--- config.mk ---
export PLATFORM = sky130hd
export DESIGN_NAME = sinc3_decim
export DESIGN_NICKNAME = d
export VERILOG_FILES = /design/src/rtl/sinc3_pkg.sv /design/src/rtl/sinc3_integ.sv /design/src/rtl/sinc3_comb.sv /design/src/rtl/sinc3_ctrl.sv /design/src/rtl/sinc3_align.sv /design/src/rtl/sinc3_decim.sv
export SDC_FILE = /design/constraint.sdc
export NUM_CORES = 1
export LEC_CHECK = 0
export BUFFER_PORTS_ARGS = -buffer_cell sky130_fd_sc_hd__buf_2
export CORE_MARGIN = 10
export CORE_UTILIZATION = 55
export DETAILED_ROUTE_END_ITERATION = 8
export PLACE_DENSITY = 0.85
export RECOVER_POWER = 50
export SETUP_SLACK_MARGIN = 0.15
export SLEW_MARGIN = 15
export SYNTH_ARGS = -nofsm -noshare
export SYNTH_HDL_FRONTEND = slang
export SYNTH_SLANG_ARGS = --single-unit
--- constraint.sdc ---
create_clock -name clk -period 6.8 [get_ports clk]
set_input_delay 0.68 -clock clk [delete_from_list [all_inputs] [get_ports clk]]
set_output_delay 0.68 -clock clk [all_outputs]
set_load 0.03 [all_outputs]
--- src/rtl/sinc3_pkg.sv ---
`timescale 1ns/1ps
package sinc3_pkg;
  // Order of the filter: integrator and comb stages each.
  localparam int STAGES = 3;

  // Ratio exponent for a given select code.
  function automatic int ratio_log(input int min_log, input int code);
    return min_log + code;
  endfunction
endpackage

--- src/rtl/sinc3_integ.sv ---
`timescale 1ns/1ps
module sinc3_integ
  import sinc3_pkg::*;
#(
  parameter int ACC_W = 26
) (
  input  logic             clk,
  input  logic             rst,
  input  logic             en,
  input  logic             bit_in,
  output logic [ACC_W-1:0] acc_out
);
  logic [STAGES-1:0][ACC_W-1:0] acc;
  logic [ACC_W-1:0]             step;

  // High bit adds one, low bit adds minus one (all ones).
  assign step = bit_in ? ACC_W'(1) : '1;

  always_ff @(posedge clk) begin
    if (rst) begin
      acc <= '0;
    end else if (en) begin
      for (int s = 0; s < STAGES; s++) begin
        // Each stage accumulates the previous stage's registered value.
        acc[s] <= acc[s] + ((s == 0) ? step : acc[(s == 0) ? 0 : s-1]);
      end
    end
  end

  assign acc_out = acc[STAGES-1];
endmodule

--- src/rtl/sinc3_comb.sv ---
`timescale 1ns/1ps
module sinc3_comb
  import sinc3_pkg::*;
#(
  parameter int ACC_W = 26
) (
  input  logic             clk,
  input  logic             rst,
  input  logic             tick,
  input  logic [ACC_W-1:0] din,
  output logic [ACC_W-1:0] dout
);
  logic [ACC_W-1:0] dly   [STAGES];
  logic [ACC_W-1:0] chain [STAGES+1];

  assign chain[0] = din;

  for (genvar s = 0; s < STAGES; s++) begin : g_diff
    // First difference at the decimated rate; wrap-around is intended.
    assign chain[s+1] = chain[s] - dly[s];

    always_ff @(posedge clk) begin
      if (rst) begin
        dly[s] <= '0;
      end else if (tick) begin
        dly[s] <= chain[s];
      end
    end
  end

  assign dout = chain[STAGES];
endmodule

--- src/rtl/sinc3_ctrl.sv ---
`timescale 1ns/1ps
module sinc3_ctrl
  import sinc3_pkg::*;
#(
  parameter int MIN_LOG = 5,
  parameter int MAX_LOG = 8,
  parameter int CODE_W  = 2
) (
  input  logic              clk,
  input  logic              rst,
  input  logic              bit_en,
  input  logic [CODE_W-1:0] ratio_code,
  output logic              tick,
  output logic [CODE_W-1:0] act_code,
  output logic              settled
);
  localparam int NCODE  = MAX_LOG - MIN_LOG + 1;
  localparam int CNT_W  = MAX_LOG;
  localparam int HOLD_W = $clog2(STAGES + 1);

  logic [CNT_W-1:0]  lim [NCODE];
  logic [CNT_W-1:0]  cnt;
  logic [HOLD_W-1:0] hold_cnt;
  logic              code_ok;

  for (genvar c = 0; c < NCODE; c++) begin : g_lim
    assign lim[c] = CNT_W'((1 << ratio_log(MIN_LOG, c)) - 1);
  end

  assign code_ok = {1'b0, ratio_code} < (CODE_W+1)'(NCODE);
  assign tick    = bit_en && (cnt == lim[act_code]);
  assign settled = (hold_cnt == '0);

  always_ff @(posedge clk) begin
    if (rst) begin
      cnt      <= '0;
      act_code <= code_ok ? ratio_code : '0;
      hold_cnt <= HOLD_W'(STAGES);
    end else if (tick) begin
      cnt <= '0;
      if (code_ok && (ratio_code != act_code)) begin
        // New ratio starts with the next period; comb history is stale.
        act_code <= ratio_code;
        hold_cnt <= HOLD_W'(STAGES);
      end else if (hold_cnt != '0) begin
        hold_cnt <= hold_cnt - HOLD_W'(1);
      end
    end else if (bit_en) begin
      cnt <= cnt + CNT_W'(1);
    end
  end
endmodule

--- src/rtl/sinc3_align.sv ---
`timescale 1ns/1ps
module sinc3_align
  import sinc3_pkg::*;
#(
  parameter int OUT_W   = 16,
  parameter int MIN_LOG = 5,
  parameter int MAX_LOG = 8,
  parameter int ACC_W   = 26,
  parameter int CODE_W  = 2
) (
  input  logic              clk,
  input  logic              rst,
  input  logic              tick,
  input  logic [ACC_W-1:0]  y,
  input  logic [CODE_W-1:0] code,
  input  logic              mix,
  input  logic              flag,
  input  logic              settled,
  output logic [OUT_W-1:0]  smp_out,
  output logic              smp_vld,
  output logic              smp_ok
);
  localparam int NCODE = MAX_LOG - MIN_LOG + 1;

  logic signed [ACC_W-1:0] ys;
  logic [OUT_W-1:0]        word [NCODE];
  logic [OUT_W-1:0]        sel;
  logic [OUT_W-1:0]        nxt;

  assign ys = signed'(y);

  for (genvar c = 0; c < NCODE; c++) begin : g_code
    localparam int GROW = STAGES * ratio_log(MIN_LOG, c);
    localparam int SH   = GROW - (OUT_W - 1);
    localparam logic signed [ACC_W-1:0] TOP = ACC_W'((64'd1 << GROW) - 64'd1);

    logic signed [ACC_W-1:0] clip;
    assign clip = (ys > TOP) ? TOP : ys;

    if (SH >= 0) begin : g_trunc
      assign word[c] = OUT_W'(clip >>> SH);
    end else begin : g_pad
      assign word[c] = OUT_W'(clip) << (-SH);
    end
  end

  assign sel = word[code];
  assign nxt = mix ? {flag, sel[OUT_W-1:1]} : sel;

  always_ff @(posedge clk) begin
    if (rst) begin
      smp_out <= '0;
      smp_vld <= 1'b0;
      smp_ok  <= 1'b0;
    end else begin
      smp_vld <= tick;
      if (tick) begin
        smp_out <= nxt;
        smp_ok  <= settled;
      end
    end
  end
endmodule

--- src/rtl/sinc3_decim.sv ---
`timescale 1ns/1ps
module sinc3_decim
  import sinc3_pkg::*;
#(
  parameter int OUT_W   = 16,
  parameter int MIN_LOG = 5,
  parameter int MAX_LOG = 8,
  localparam int CODE_W = $clog2(MAX_LOG - MIN_LOG + 1)
) (
  input  logic              clk,
  input  logic              rst,
  input  logic              bit_en,
  input  logic              bit_in,
  input  logic [CODE_W-1:0] ratio_code,
  input  logic              mix_mode,
  input  logic              ctl_flag,
  output logic [OUT_W-1:0]  smp_out,
  output logic              smp_vld,
  output logic              smp_ok
);
  // Growth of STAGES*MAX_LOG bits plus sign and the +N^3 extreme.
  localparam int ACC_W = STAGES * MAX_LOG + 2;

  logic [ACC_W-1:0]  integ_q;
  logic [ACC_W-1:0]  comb_y;
  logic              tick;
  logic [CODE_W-1:0] act_code;
  logic              settled;

  sinc3_integ #(.ACC_W(ACC_W)) integ_i (
    .clk(clk), .rst(rst), .en(bit_en), .bit_in(bit_in), .acc_out(integ_q)
  );

  sinc3_ctrl #(.MIN_LOG(MIN_LOG), .MAX_LOG(MAX_LOG), .CODE_W(CODE_W)) ctrl_i (
    .clk(clk), .rst(rst), .bit_en(bit_en), .ratio_code(ratio_code),
    .tick(tick), .act_code(act_code), .settled(settled)
  );

  sinc3_comb #(.ACC_W(ACC_W)) comb_i (
    .clk(clk), .rst(rst), .tick(tick), .din(integ_q), .dout(comb_y)
  );

  sinc3_align #(
    .OUT_W(OUT_W), .MIN_LOG(MIN_LOG), .MAX_LOG(MAX_LOG),
    .ACC_W(ACC_W), .CODE_W(CODE_W)
  ) align_i (
    .clk(clk), .rst(rst), .tick(tick), .y(comb_y), .code(act_code),
    .mix(mix_mode), .flag(ctl_flag), .settled(settled),
    .smp_out(smp_out), .smp_vld(smp_vld), .smp_ok(smp_ok)
  );
endmodule

* Yosys cells after proc, flatten, opt, wreduce, memory -nomap -nowiden
Memories as Yosys holds them, arrays and structs flattened.
Cells that the tools add are included.
** Cells by class
- Bitwise gates (word level) :: 4
- Magnitude comparators :: 5
- Multiplexer cells :: 25
- Add/sub/neg operators :: 8
- Eq/ne operators :: 2
- Reduce and logical (&&, ||, !) cells :: 9
** Operators by type and width (number)
- $mux W26 :: 4
- $add A26 B26 Y26 :: 3
- $sub A26 B26 Y26 :: 3
- $mux W16 :: 4
- $bmux W16 S2 :: 1
- $gt A26 B16 Y1 const B :: 1
- $gt A26 B19 Y1 const B :: 1
- $gt A26 B22 Y1 const B :: 1
- $gt A26 B25 Y1 const B :: 1
- $mux W25 :: 1
- $mux W22 :: 1
- $mux W19 :: 1
- $bmux W8 S2 :: 1
- $mux W8 :: 2
- $mux W2 :: 5
- $add A8 B1 Y8 const B :: 1
- $eq A8 B8 Y1 :: 1
- $reduce_bool A2 Y1 :: 4
- $mux W1 :: 5
- $reduce_and A2 Y1 :: 2
- $ge A3 B3 Y1 const B :: 1
- $not A2 Y3 :: 1
- $or A1 B1 Y1 :: 3
- $logic_not A2 Y1 :: 1
- other kinds (4) :: 4
** Word-level totals
- Logic and storage cells :: 63
- Output and inout bits :: 18
- Bits of input ports :: 8
- Register bits after elaboration :: 108
- Bits in writable memories :: 78
- Memories kept :: 1
** Memory list
- comb_i.dly :: words 3, bits a word 26, rd ports 3, clocked after Yosys merged registers in 0, wr ports 3, line sinc3_comb.sv:13 : logic [ACC_W-1:0] dly [STAGES];

* Logic depth before layout (Yosys ltp)
- Depth in word-level cells :: 10
- Depth in mapped cells :: 38
- Mapped depth without buffers :: 37

* Hierarchy
From an unflattened synthesis, not the netlist that was laid out.
** Second synthesis, totals
- Cells, all modules :: 1846
- Area total of the unflattened synthesis :: 15758.9 µm²
** Modules (own cells, without submodules)
- sinc3_comb :: cells an instance 750, seq. area each 2342.2 µm², area an instance 6875.3 µm², instances 1
- sinc3_integ :: cells an instance 857, seq. area each 1561.5 µm², area an instance 6775.2 µm², instances 1
- sinc3_align :: cells an instance 175, seq. area each 360.3 µm², area an instance 1486.4 µm², instances 1
- sinc3_ctrl :: cells an instance 64, seq. area each 260.2 µm², area an instance 621.8 µm², instances 1

* Worst setup path after synthesis
No wires, ideal clock.
- Kind :: register to register
- From :: register integ_i.acc, in the netlist integ_i.acc_out[0]
- To :: register align_i.smp_out[13]
- Path buffers :: 1
- Path slack :: 91 ps
- Required time :: 6717 ps
- Library setup time :: 83 ps
- Cell stages (with the launch flop) :: 38
- Data arrival time :: 6626 ps
- Period minus slack after synthesis :: 6709 ps
- Cells stage by stage :: dfxtp_1 > inv_1 > ha_1 > inv_1 > fa_1 > a21o_1 > a21oi_1 > o21bai_1 > a21o_1 > a21oi_1 > o21ai_0 > a31oi_1 > o21bai_1 > a21oi_1 > xnor2_1 > ha_1 > a21oi_1 > o21ai_0 > [2 not listed] > nand2_1 > o21ai_0 > xnor2_1 > ha_1 > nand2_1 > nor2_1 > and2_1 > a221o_1 > a22o_1 > a311o_1 > a21oi_1 > xnor2_1 > a21o_4 > a31oi_4 > buf_4 > a221oi_1 > nor2_1 > o221ai_1
** RTL lines
- start, declared :: line sinc3_integ.sv:13 : logic [STAGES-1:0][ACC_W-1:0] acc;
- start signal, assigned by index :: line sinc3_integ.sv:25 : acc[s] <= acc[s] + ((s == 0) ? step : acc[(s == 0) ? 0 : s-1]);
- end signal, assigned :: line sinc3_align.sv:58 : smp_out <= nxt;
- end, declared :: line sinc3_align.sv:19 : output logic [OUT_W-1:0] smp_out,

==> out/qor.txt <==
Largest driver fanout on the critical path = 15
Yosys warns = 0
Sw power = 2600 uW
Last weighted congestion value of the routability-driven placer = 0.904
Number of global-route vias before repair = 12.3k
PortBufs = 25
Max-cap viol count = 3
CTS root buf = sky130_fd_sc_hd__clkbuf_16
Power consumption = 5940 uW
Worst slew pin tran = 3.05 ns
Highest Clock Rate = 144 MHz
H-tree depth = 4
Data arrival time of the worst path = 7.22 ns
Number of sinks driven by the clock tree = 186
First-pass GRT wire length = 55.6 mm
Number of synthesized flops with an enable pin = 80
Detail-routed via count per cell = 5.82
Final setup skew = 0.0120 ns
Number of rows in the core area = 59
Starting density of the core = 56.2%
Cell family with the largest share of critical-path delay = compound AO/OA/AOI/OAI gates
Cells after Synth = 1696
Category of the worst setup path launch point = flop
Violations in the final reports = max-capacitance violations, max-slew violations, negative setup slack
Pin count of the biggest net entering global routing = 66
Mean post-synth cell area = 8.69 um2
Yosys top cell area share = 16.3%
Leakage Power = 0.00752 uW
Synth-to-Final Area Change = 13.5%
Type of the setup path with the least slack = reg2reg
Number of placed I/O pins = 26
Clock insertion delay at the later pin of the skew report = 0.44 ns
Buffers and inverters on the worst path = 3
Initial DRC count = 840
Number of filler instances in the final layout = 2018
Setup violation total in the final timing report = 15
Setup slack of the critical path after layout = -0.124 ns
Hold_buf cts = 0
Number of distinct library cells after synthesis = 82
Final worst-path cycle share = 102%
Net Sw Frac = 43.7%
Clock-pin slew reported for the worst setup and hold paths after clock tree synthesis = 0.08 ns
Residual DRC = 0
Predominant post-synthesis flop cell = sky130_fd_sc_hd__dfxtp_1
CTS tree = yes
Unrepaired setup endpoints after global routing = yes
Overall overflow remaining after global route = 0
HPWL after detailed placement = 23.7 mm
Seq pwr share = 22.1%
Crit path max-delay cell type = sky130_fd_sc_hd__edfxtp_1
Leading area contributor after synthesis = sky130_fd_sc_hd__edfxtp_1
Sequential share of the synthesized area = 30.7%
Width of the chip = 184 um
Number of antenna violations at the first check in global routing = 0
Normalized max-slew margin = -104%
Layout cells sized above 1 = 12.1%
Power Density = 355 nW/um2
Sequential cell area = 4520 um2
Die Y = 184 um
Relative contribution of combinational cells to total power = 61.0%
Worst stage delay on the critical path = 0.38 ns
Ant. Diodes = 0
Clock share of power = 16.9%
Number of hold violations in the final report = 0
Top cell types by occurrence after synthesis = sky130_fd_sc_hd__ha_1 (151), sky130_fd_sc_hd__nor2_1 (151), sky130_fd_sc_hd__inv_1 (140), sky130_fd_sc_hd__a21oi_1 (111), sky130_fd_sc_hd__dfxtp_1 (106)
Yosys reg bits = 186
Total via count after detailed routing = 12.4k
Post-Synthesis Net Count = 1861
WHS = 0.463 ns
CTS buffer count = 17
Crit end category = flop
Final Slew Violations = 139
Deepest clock path buffer count = 2
Proportion of register bits with asynchronous set or reset after synthesis = 0%
Wirelength per Cell = 15.4 um
Core region area = 26200 um2
Worst path required time = 7.10 ns
Remaining antenna violation count = 0
Status = finished, violations left
Tmin final = 6.92 ns
Number of nets in the final layout = 1952
Synth Cell Area = 14700 um2
Initial DRT Pass Iterations = 5
Die area = 33700 um2
Total GRT Usage = 19.1%
Overall routed net length = 33.0 mm
Cell-internal power = 3350 uW
Class of the tightest hold or removal check = reg2reg
Area of the multi-input gates = 9770 um2
Synth area leaders = sky130_fd_sc_hd__edfxtp_1 (16%), sky130_fd_sc_hd__dfxtp_1 (14%), sky130_fd_sc_hd__ha_1 (13%), sky130_fd_sc_hd__xnor2_1 (5.3%), sky130_fd_sc_hd__mux2i_1 (4.0%)
Max IR drop VDD = 0.000200 V
[metal layers]
layer  vias to the layer above  track usage [%]  wire length [um]
met1                      5839             21.8             14300
met2                       217             36.1             16900
met5                         -                0                 0
met3                        65             2.39               974
met4                         0             6.13               748
li1                       6314                -                 -
[cell type report]
type,instances,share of cell area [%]
Inverter,141,3.17
Clock inverter,14,1.08
Tap cell,335,2.51
Sequential cell,186,27.1
Timing Repair Buffer,122,5.21
Clock buffer,18,2.57
Multi-Input combinational cell,1319,58.4
[worst paths after layout]
kind                    startpoint            endpoint  slack [ns]  depth (start not counted)
hold reg to reg     align_i.smp_ok      align_i.smp_ok        0.46                          2
setup / recovery  comb_i.dly[0][0]  align_i.smp_out[7]       -0.12                         37
hold / removal      align_i.smp_ok      align_i.smp_ok        0.46                          2
setup reg to reg  comb_i.dly[0][0]  align_i.smp_out[7]       -0.12                         37
[flip-flops by register name, indices dropped and copies added (netlist names)]
register         cells
align_i.smp_out     16
integ_i.acc_out     26
ctrl_i.cnt           8
ctrl_i.hold_cnt      2
ctrl_i.act_code      2
align_i.smp_ok       1
integ_i.acc         52
comb_i.dly          78
align_i.smp_vld      1
[cell usage in the layout (no fill, tap or decap), types with 6 or more instances in the layout]
cell type,netlist,layout
sky130_fd_sc_hd__o221ai_1,12,12
sky130_fd_sc_hd__clkbuf_1,38,26
sky130_fd_sc_hd__o31ai_1,7,6
sky130_fd_sc_hd__or3_1,20,19
sky130_fd_sc_hd__a221oi_2,0,9
sky130_fd_sc_hd__and2_1,74,71
sky130_fd_sc_hd__o21a_1,16,16
sky130_fd_sc_hd__nor2b_1,20,20
sky130_fd_sc_hd__a31oi_1,18,16
sky130_fd_sc_hd__a21o_1,51,51
sky130_fd_sc_hd__a211oi_1,25,24
sky130_fd_sc_hd__or2_2,13,13
sky130_fd_sc_hd__o211ai_1,23,23
sky130_fd_sc_hd__o21bai_1,13,12
sky130_fd_sc_hd__nand3b_1,15,15
sky130_fd_sc_hd__and4_1,8,8
sky130_fd_sc_hd__o21ai_1,4,11
sky130_fd_sc_hd__dfxtp_1,106,106
sky130_fd_sc_hd__nor3_1,36,35
sky130_fd_sc_hd__and3_1,16,16
sky130_fd_sc_hd__nor2_1,151,148
sky130_fd_sc_hd__ha_1,151,149
sky130_fd_sc_hd__mux2i_1,59,58
sky130_fd_sc_hd__o22ai_1,9,9
sky130_fd_sc_hd__clkbuf_16,0,17
sky130_fd_sc_hd__a21boi_0,7,7
sky130_fd_sc_hd__nand2b_1,32,32
sky130_fd_sc_hd__o21ai_0,62,53
sky130_fd_sc_hd__a21oi_1,111,95
sky130_fd_sc_hd__a21oi_2,2,18
sky130_fd_sc_hd__buf_4,1,84
sky130_fd_sc_hd__inv_1,140,138
sky130_fd_sc_hd__edfxtp_1,80,80
sky130_fd_sc_hd__xnor2_1,89,88
sky130_fd_sc_hd__nand4_1,12,12
sky130_fd_sc_hd__nand2_1,91,85
sky130_fd_sc_hd__nand3_1,36,35
sky130_fd_sc_hd__clkinv_8,0,7
sky130_fd_sc_hd__xor2_1,42,42
[what timing repair did]
item | 4_1_cts | 5_1_grt
pin swaps | 52 | 22
buffers inserted | 7 | 4
resized for setup | 39 | 36
setup endpoints to repair | 16 | 16
[metrics by stage]
| stage | TNS (ns) | area [um2] | util [%] | cells | setup slack (ns) |
|---|---|---|---|---|---|
| after floorplan | 0 | 14700 | - | 1696 | 0.169 |
| after CTS | -0.000268 | 16600 | 63.2 | 2131 | -0.000268 |
| after detailed placement | -4.30 | 15800 | 60.2 | 2092 | -0.315 |
| after global routing | -5.85 | 16700 | 63.8 | 2135 | -0.410 |
| after global placement | -0.531 | 15800 | 60.2 | 2092 | -0.0755 |
| final | -1.27 | 16700 | 63.8 | 2135 | -0.124 |
[cells by family after synthesis]
group,count (synthesis),synth area share [%]
flops,186,30.7
fa+ha+maj,157,13.6
buf+inv,191,5.02
compound gates,428,19.8
mux,60,4.08
xor+xnor,131,7.79
simple gates,543,18.9
[power by group through the flow]
stage | combinational [uW] | clock [uW] | sequential, uW
after floorplan | 2340 | 0 | 1320
after global placement | 3210 | 0 | 1330
after detailed placement | 3290 | 0 | 1340
after CTS | 3430 | 1010 | 1310
after global routing | 3970 | 1050 | 1330
final | 3620 | 1010 | 1320
[worst register-to-register path, delay by kind of cell, from the launching register on]
family	cells	cell delay, ns
simple gates	4	0.39
flops	1	0.38
buf+inv	3	0.37
xor+xnor	3	0.44
compound gates	23	4.10
fa+ha+maj	4	1.11
Note: power is estimated with default switching activity, not from simulation.
